## config.mk

```make
export PLATFORM = sky130hd
export DESIGN_NAME = lane_deskew
export DESIGN_NICKNAME = d
export VERILOG_FILES = /design/src/rtl/lane_deskew_pkg.sv /design/src/rtl/lane_fifo.sv /design/src/rtl/align_ctrl.sv /design/src/rtl/lane_deskew.sv
export SDC_FILE = /design/constraint.sdc
export NUM_CORES = 1
export LEC_CHECK = 0
export CORE_MARGIN = 5
export CORE_UTILIZATION = 54
export CTS_CLUSTER_DIAMETER = 150
export DETAILED_ROUTE_END_ITERATION = 10
export GPL_TIMING_DRIVEN = 0
export PLACE_DENSITY = 0.8
export RECOVER_POWER = 50
export SYNTH_ARGS = -nofsm -noshare
export SYNTH_HDL_FRONTEND = slang
export SYNTH_HIERARCHICAL = 1
export SYNTH_SLANG_ARGS = --single-unit
export TNS_END_PERCENT = 10
```

## constraint.sdc

```tcl
create_clock -name clk -period 4.04 [get_ports clk]
set_input_delay 0.404 -clock clk [delete_from_list [all_inputs] [get_ports clk]]
set_output_delay 0.404 -clock clk [all_outputs]
set_load 0.01 [all_outputs]
```

## src/rtl/lane_deskew_pkg.sv

```systemverilog
package lane_deskew_pkg;

   // flags that travel beside every data byte
   typedef struct packed {
      logic kchar;
      logic comma;
      logic err;
   } tag_t;

   localparam int TAG_W = $bits(tag_t);

   // a K28.5 alignment marker carries both flags
   function automatic logic is_marker(tag_t t);
      return t.kchar & t.comma;
   endfunction

endpackage

```

## src/rtl/lane_fifo.sv

```systemverilog
module lane_fifo
   import lane_deskew_pkg::*;
#(
   parameter int DW    = 8,
   parameter int DEPTH = 8,
   localparam int AW   = $clog2(DEPTH),
   localparam int CW   = $clog2(DEPTH + 1)
) (
   input  logic          clk,
   input  logic          rst_n,
   input  logic          wr_en,
   input  logic [DW-1:0] wr_data,
   input  tag_t          wr_tag,
   input  logic          rd_en,
   output logic [DW-1:0] head_data,
   output tag_t          head_tag,
   output logic [CW-1:0] fill
);

   if ((1 << AW) != DEPTH) begin : g_bad_depth
      $error("lane_fifo: DEPTH must be a power of two");
   end

   logic [DW-1:0] dmem [DEPTH];
   tag_t          tmem [DEPTH];
   logic [AW-1:0] wptr, rptr;
   logic          accept;

   assign accept    = wr_en && ((fill != CW'(DEPTH)) || rd_en);
   assign head_data = dmem[rptr];
   assign head_tag  = tmem[rptr];

   always_ff @(posedge clk) begin
      if (accept) begin
         dmem[wptr] <= wr_data;
         tmem[wptr] <= wr_tag;
      end
   end

   always_ff @(posedge clk) begin
      if (!rst_n) begin
         wptr <= '0;
         rptr <= '0;
         fill <= '0;
      end else begin
         if (accept) wptr <= wptr + 1'b1;
         if (rd_en)  rptr <= rptr + 1'b1;
         fill <= fill + CW'(accept) - CW'(rd_en);
      end
   end

   // the controller only pops entries that exist
   a_r1_pop_has_entry: assert property (@(posedge clk) disable iff (!rst_n)
      rd_en |-> fill != '0);

   // occupancy never passes the depth
   a_r2_no_overflow: assert property (@(posedge clk) disable iff (!rst_n)
      fill <= CW'(DEPTH));

endmodule

```

## src/rtl/align_ctrl.sv

```systemverilog
module align_ctrl #(
   parameter int LANES    = 4,
   parameter int CW       = 4,
   parameter int MAX_SKEW = 4
) (
   input  logic                      clk,
   input  logic                      rst_n,
   input  logic                      align_en,
   input  logic [LANES-1:0]          marker,
   input  logic [LANES-1:0]          filled,
   input  logic [LANES-1:0][CW-1:0]  counts,
   output logic [LANES-1:0]          pop,
   output logic                      done,
   output logic                      skew_err
);

   logic [LANES-1:0] far;
   logic             all_mark;
   logic             hunting;

   for (genvar g = 0; g < LANES; g++) begin : g_far
      assign far[g] = marker[g] & filled[g] & (counts[g] > CW'(MAX_SKEW));
   end

   always_comb begin
      all_mark = &(marker & filled);
      hunting  = align_en & ~done & ~skew_err;
      if (!align_en || skew_err)
         pop = filled;
      else if (done)
         pop = (&filled) ? '1 : '0;
      else if (all_mark)
         pop = '1;
      else
         pop = filled & ~marker;
   end

   always_ff @(posedge clk) begin
      if (!rst_n || !align_en) begin
         done     <= 1'b0;
         skew_err <= 1'b0;
      end else begin
         if (hunting && all_mark)
            done <= 1'b1;
         if (hunting && !all_mark && (|far))
            skew_err <= 1'b1;
      end
   end

   // a failed alignment never reports lock
   a_r7_exclusive: assert property (@(posedge clk) disable iff (!rst_n)
      !(done && skew_err));

   // releasing align_en clears both status bits
   a_r9_release: assert property (@(posedge clk) disable iff (!rst_n)
      !align_en |=> !done && !skew_err);

endmodule

```

## src/rtl/lane_deskew.sv

```systemverilog
module lane_deskew
   import lane_deskew_pkg::*;
#(
   parameter int LANES    = 4,
   parameter int DW       = 8,
   parameter int DEPTH    = 8,
   parameter int MAX_SKEW = 4,
   localparam int CW      = $clog2(DEPTH + 1)
) (
   input  logic                  clk,
   input  logic                  rst_n,
   input  logic                  align_en,
   input  logic [LANES-1:0]      in_valid,
   input  logic [LANES*DW-1:0]   in_data,
   input  logic [LANES-1:0]      in_kflag,
   input  logic [LANES-1:0]      in_comma,
   input  logic [LANES-1:0]      in_err,
   output logic [LANES-1:0]      out_valid,
   output logic [LANES*DW-1:0]   out_data,
   output logic [LANES-1:0]      out_kflag,
   output logic [LANES-1:0]      out_comma,
   output logic [LANES-1:0]      out_err,
   output logic                  deskew_done,
   output logic                  skew_error
);

   if (MAX_SKEW >= DEPTH || MAX_SKEW < 1) begin : g_bad_skew
      $error("lane_deskew: MAX_SKEW must lie in 1..DEPTH-1");
   end
   if (LANES < 2) begin : g_bad_lanes
      $error("lane_deskew: at least two lanes are needed");
   end

   logic [LANES-1:0][DW-1:0] hd;
   tag_t                     ht [LANES];
   logic [LANES-1:0][CW-1:0] cnt;
   logic [LANES-1:0]         mark, filled, pop;

   for (genvar g = 0; g < LANES; g++) begin : g_lane
      tag_t wtag;
      assign wtag      = '{kchar: in_kflag[g], comma: in_comma[g], err: in_err[g]};
      assign mark[g]   = is_marker(ht[g]);
      assign filled[g] = cnt[g] != '0;

      lane_fifo #(.DW(DW), .DEPTH(DEPTH)) u_fifo (
         .clk      (clk),
         .rst_n    (rst_n),
         .wr_en    (in_valid[g]),
         .wr_data  (in_data[g*DW +: DW]),
         .wr_tag   (wtag),
         .rd_en    (pop[g]),
         .head_data(hd[g]),
         .head_tag (ht[g]),
         .fill     (cnt[g])
      );
   end

   align_ctrl #(.LANES(LANES), .CW(CW), .MAX_SKEW(MAX_SKEW)) u_ctrl (
      .clk     (clk),
      .rst_n   (rst_n),
      .align_en(align_en),
      .marker  (mark),
      .filled  (filled),
      .counts  (cnt),
      .pop     (pop),
      .done    (deskew_done),
      .skew_err(skew_error)
   );

   always_ff @(posedge clk) begin
      if (!rst_n) begin
         out_valid <= '0;
         out_data  <= '0;
         out_kflag <= '0;
         out_comma <= '0;
         out_err   <= '0;
      end else begin
         out_valid <= pop;
         for (int l = 0; l < LANES; l++) begin
            if (pop[l]) begin
               out_data[l*DW +: DW] <= hd[l];
               out_kflag[l]         <= ht[l].kchar;
               out_comma[l]         <= ht[l].comma;
               out_err[l]           <= ht[l].err;
            end
         end
      end
   end

   // lock is declared on the very cycle the four markers leave
   a_r5_markers_together: assert property (@(posedge clk) disable iff (!rst_n)
      $rose(deskew_done) |-> (&out_valid) && (&out_kflag) && (&out_comma));

   // once locked, lanes never advance one at a time
   a_r6_lockstep: assert property (@(posedge clk) disable iff (!rst_n)
      (deskew_done && $past(deskew_done)) |-> (out_valid == '0 || (&out_valid)));

endmodule

```

======== Yosys cells after proc, flatten, opt, wreduce, memory -nomap -nowiden ========
Memories as Yosys holds them, arrays and structs flattened. A register that Yosys moved wholly into a read port is not among the register bits.
Cells that the tools add are included.
Widths: inputs -> output; s select.
operators by class
  $lt $le $gt $ge ......................... 4
  equality and inequality tests ........... 4
  muxes and demuxes ....................... 20
  bitwise logic cells ..................... 19
  reductions and logical operators ........ 27
  add/subtract/negate cells ............... 16
operator list
  kind                 count
  $add 3x1->3 const B  8
  $mux 3               8
  $add 4x1->4          4
  $gt 4x3->1 const B   4
  $mux 4               4
  $ne 4x4->1 const B   4
  $reduce_bool 4->1    4
  $sub 4x1->4          4
  $and 1x1->1          14
  $and 4x4->4          2
  $mux 1               8
  $reduce_and 4->1     2
  $logic_and 1x1->1    7
  $logic_not 1->1      7
  $logic_or 1x1->1     6
  $not 4->4            1
  $reduce_or 4->1      1
  $not 1->1            2
storage, ports and cells
  output and inout port bits .............. 50
  memories ................................ 8
  bits in registers ....................... 58
  bits in writable memories ............... 352
memories
  memory                 depth  width  read ports  clocked after memory_dff  wr ports  RTL line         source
  g_lane[0].u_fifo.dmem  8      8      1           1                         1         lane_fifo.sv:24  logic [DW-1:0] dmem [DEPTH];
  g_lane[1].u_fifo.dmem  8      8      1           1                         1         lane_fifo.sv:24
  g_lane[2].u_fifo.dmem  8      8      1           1                         1         lane_fifo.sv:24
  g_lane[3].u_fifo.dmem  8      8      1           1                         1         lane_fifo.sv:24
  g_lane[0].u_fifo.tmem  8      3      1           1                         1         lane_fifo.sv:25  tag_t tmem [DEPTH];
  g_lane[1].u_fifo.tmem  8      3      1           1                         1         lane_fifo.sv:25
  2 more memories        n/a    n/a    n/a         n/a                       n/a       n/a

======== Logic depth before layout (Yosys ltp) ========
  depth after elaboration ................. 10
  mapped depth ............................ 15
  depth with buffers taken out ............ 14

======== Hierarchy ========
The synthesis kept the hierarchy.
modules (own cells, without submodules)
  module                             instances  cells an instance  area an instance (um2)
  lane_fifo at g_lane[0].u_fifo ...  3          194                4017.6
  lane_fifo at g_lane[3].u_fifo      1          192                4010.1
  lane_deskew                        1          157                1829.3
  align_ctrl                         1          34                 222.7

======== Worst setup path after synthesis ========
No wires, ideal clock.
  kind .................................... reg-to-reg
  from .................................... reg (tool-made name)
  to ...................................... reg g_lane[3].u_fifo.fill[2]
  required time ........................... 3.925 ns
  arrival ................................. 4.089 ns
  path buffers ............................ 1
  path slack .............................. -0.164 ns
  stages on the path, launching flop included .. 15
  period minus slack after synthesis ...... 4.204 ns
  cell sequence ........................... dfxtp_1 > buf_6 > mux4_1 > mux2_2 > and2_1 > and4_1 > o21ai_0 > nand2_1 > or4b_1 > nand2_2 > o21ai_0 > ha_1 > fa_1 > xor2_1 > and2_1
RTL lines
  what                  RTL line         source
  end signal, assigned  lane_fifo.sv:48  fill <= fill + CW'(accept) - CW'(rd_en);
  end, declared         lane_fifo.sv:17  output logic [CW-1:0] fill

==> results.md <==
* IR drop worst, VDD at 0.361 mV
* Net count, final at 1218
* Tightest Hold Check Type: primary input to flop
* Post-synth top cells: sky130_fd_sc_hd__edfxtp_1, sky130_fd_sc_hd__dfxtp_1, sky130_fd_sc_hd__mux4_1
* Number of enable-type register cells in the synthesized netlist at 352
* Syn Nets at 1044
* Register clock-pin slew on the reported worst setup and hold paths at 0.06 ns
* Met3 WL post-DR at 1840 µm
* Power share of the combinational group at 28.1%
* Sequential Power Share at 41.3%
* Count of antenna diodes in the layout at 0
* Row count at 67
* Maximum net fanout on the critical path at 10
* Switching fraction of total power at 27.2%
* Total grt overflow at 0
* Clock network latency to the later pin of the worst-skew pair at 0.54 ns
* Fmax at 248 MHz
* Antenna violations before repair at 3
* Final hold viol count at 0
* Number of maximum-capacitance violations at 0
* Average cell area after synthesis at 18.8 µm²
* Clock period minus final worst setup slack at 4.03 ns
* First-pass DRT Iterations at 5
* Worst endpoint required time at 4.46 ns
* Number of buffers added by the clock tree synthesis step at 46
* Clock tree from TritonCTS: built
* Clock tree skew after final layout at 0.0206 ns
* Final setup violation count at 0
* Worst Path Arrival at 4.45 ns
* Number of library cell types mapped by synthesis at 36
* Vias post-DR at 9168
* Fraction of the yosys area taken by sequential cells at 69.6%
* Hold Path Sink: u_ctrl/done
* Number of global-route vias before repair at 9555
* Post-synthesis cell type with the largest combined area: sky130_fd_sc_hd__edfxtp_1
* Worst r2r dst: g_lane[3].u_fifo/fill[2]
* Initial cell density of the core at 54.3%
* Global-route wire length before repair at 54600 µm
* Count of input and output buffers at 100
* Die Span X at 193 µm
* Post-route setup TNS at 0 ns
* Overall die area at 0.0373 mm²
* Layout Area Growth over Synthesis at 20.9%
* Final period util at 99.8%
* Post-DP Area at 0.0200 mm²
* Hold path depth at 3
* Number of primary I/O pins at 101
* Critical Path Sink Type: flop
* Final Max Tran Viols at 0
* Antenna Violating Nets Remaining at 0
* Fraction of final layout cells with drive strength greater than 1 at 18.8%
* Unrepaired setup endpoints after global routing: true
* Estimated wirelength of the detail-placed design at 22600 µm
* Utilization after layout at 65.6%
* Most frequent cell after synthesis: sky130_fd_sc_hd__edfxtp_1
* Final Power at 14500 µW
* Filler-free cell count of the finished design at 1625
* Max Used Layer: met5
* Root buffer selected by CTS: sky130_fd_sc_hd__clkbuf_16
* Hold Path Origin: align_en
* All-layer global routing usage at 19.3%
* Flip-flop cell with the highest count after synthesis: sky130_fd_sc_hd__edfxtp_1
* DRT iter0 DRCs at 548
* Syn Std Cell Area at 0.0181 mm²
* Core Box Area at 0.0334 mm²
* Worst reg2reg path depth at 15
* Placed cell count at 1534
* Wire length after detailed routing at 35600 µm
* Power density normalized to cell area at 661 mW/mm²
* Net Sw Power at 3940 µW
* Share of Yosys cell area claimed by the top area cell type at 58.4%
* Leakage Power at 0.00780 µW
* Remaining DRCs at 0
* Filler cells at 2244
* Number of clock sinks seen by CTS at 454
* DR WL met2 at 18200 µm
* Maximum level of the CTS H-tree at 2
* CP startpoint kind: flop
* Final standard cell area without fillers at 0.0219 mm²
* Cell internal pwr at 10500 µW
* Pin slew with the least headroom to its limit at 1.33 ns
* Status: completed
* Drt wl/cell at 21.9 µm
* Maximum number of pins on one net before global-route repair at 30
* Fraction of power consumed by the clock network at 30.7%
* Total routed wire length on the met1 layer at 14800 µm
* Startpoint-to-endpoint class of the critical path: flop to flop
* Drt via density at 5.64
* Y dimension of the die at 193 µm
* Sequential cell area at 0.0126 mm²
* Max-slew headroom at the worst pin at 11.3%
* Top area cells in the synthesized netlist: sky130_fd_sc_hd__edfxtp_1, sky130_fd_sc_hd__mux4_1, sky130_fd_sc_hd__dfxtp_1
* Footprint of the multi-input gates at 0.00547 mm²
* Worst reg-to-reg setup slack at 0.01 ns
* Gate count of the mapped netlist at 965
* Synth Register Bits at 454
* Total number of yosys warnings at 6
* Buffer levels on the longest clock path at 3
* Synth async-reset ratio at 0%
* Routability cong. at 0.769
kinds of logic (layout without fill, tap and decap cells):
group | Yosys count | count (layout) | share of synthesized area [%]
AND/OR/NAND/NOR | 201 | 201 | 6.23
adder cells (fa/ha/maj) | 28 | 28 | 2.10
buffers and inverters | 47 | 259 | 1.49
flip-flops | 454 | 454 | 69.6
AO/OA/AOI/OAI | 27 | 27 | 0.939
multiplexers | 196 | 196 | 19.0
XOR/XNOR | 12 | 12 | 0.580
power by group through the flow:
stage | Clock [µW] | Combinational, µW | Sequential, µW
after floorplan | 0 | 2550 | 6080
after global placement | 0 | 3800 | 6020
after detailed placement | 0 | 3970 | 6050
after CTS | 4520 | 4150 | 5980
after global routing | 4720 | 4390 | 6040
final | 4430 | 4060 | 5970
registers in the layout (all words and copies together) (netlist names), named ones only:
name                cells
out_kflag               4
u_ctrl/skew_err         1
out_comma               4
g_lane.u_fifo/dmem    256
g_lane.u_fifo/wptr     12
u_ctrl/done             1
out_valid               4
out_err                 4
g_lane.u_fifo/fill     16
g_lane.u_fifo/rptr     12
out_data               32
g_lane.u_fifo/tmem     96
layer usage:
metal  vias up  track usage, %
li1       4201               -
met1      4695            26.0
met2       213            32.8
met3        55            3.42
met5         -               0
met4         4            5.61
critical path, stage by stage, from the launching register on:
cell	delay [ns]
sky130_fd_sc_hd__dfxtp_4	0.39
sky130_fd_sc_hd__buf_12	0.16
sky130_fd_sc_hd__mux4_1	0.55
sky130_fd_sc_hd__mux2_2	0.31
sky130_fd_sc_hd__and2_2	0.24
sky130_fd_sc_hd__and4_4	0.18
sky130_fd_sc_hd__o21ai_4	0.18
sky130_fd_sc_hd__buf_4	0.15
sky130_fd_sc_hd__nand2_4	0.05
sky130_fd_sc_hd__or4b_4	0.55
sky130_fd_sc_hd__nand2_8	0.13
sky130_fd_sc_hd__o21ai_0	0.09
sky130_fd_sc_hd__ha_1	0.22
sky130_fd_sc_hd__fa_1	0.41
sky130_fd_sc_hd__xor2_1	0.17
sky130_fd_sc_hd__and2_1	0.15
layout by cell type, fill, tap and decap left out, types with 24 or more instances in the layout:
cell and n:
sky130_fd_sc_hd__clkbuf_16 50, sky130_fd_sc_hd__dlygate4sd3_1 93, sky130_fd_sc_hd__mux4_1 86, sky130_fd_sc_hd__mux2i_1 64, sky130_fd_sc_hd__dfxtp_1 98, sky130_fd_sc_hd__nand2b_1 26, sky130_fd_sc_hd__nor2b_1 51, sky130_fd_sc_hd__ha_1 24
sky130_fd_sc_hd__mux2_2 42, sky130_fd_sc_hd__edfxtp_1 352, sky130_fd_sc_hd__nand2_1 29
metrics by stage:
step | setup WS [ns] | hold WS, ns
3_3_place_gp | -1.30 | 0.496
2_1_floorplan | 0.0110 | 0.491
3_5_place_dp | -0.693 | 0.506
6_report | 0.00959 | 0.503
4_1_cts | 0.0246 | 0.485
5_1_grt | -0.0682 | 0.519
what timing repair did:
item / CTS / global route
endpoints found under the setup margin: 349 / 87
hold buffers: 0 / 0
cloned: 0 / 0
buffers inserted: 5 / 0
gates resized for setup: 54 / 17
pin swaps: 4 / 4
layout make-up:
type,count,share of cell area [%]
Multi-Input combinational cell,464,25.0
Timing Repair Buffer,126,5.77
Tap cell,448,2.56
Inverter,14,0.240
Buffer,33,1.35
Sequential cell,454,57.7
Clock inverter,22,1.22
Clock buffer,64,6.18
worst max path at each step:
stage	start	end	slack, ns	cells after the start
floorplan	flop	g_lane[3].u_fifo/fill[2]	0.01	14
global placement	flop	g_lane[1].u_fifo/dmem[0][3]	-1.30	10
detailed placement	flop	g_lane[3].u_fifo/fill[2]	-0.69	14
CTS	flop	g_lane[0].u_fifo/dmem[5][3]	0.02	10
global route	flop	g_lane[3].u_fifo/fill[2]	-0.07	15
finish	flop	g_lane[3].u_fifo/fill[2]	0.01	15
Note: power is estimated with default switching activity, not from simulation.
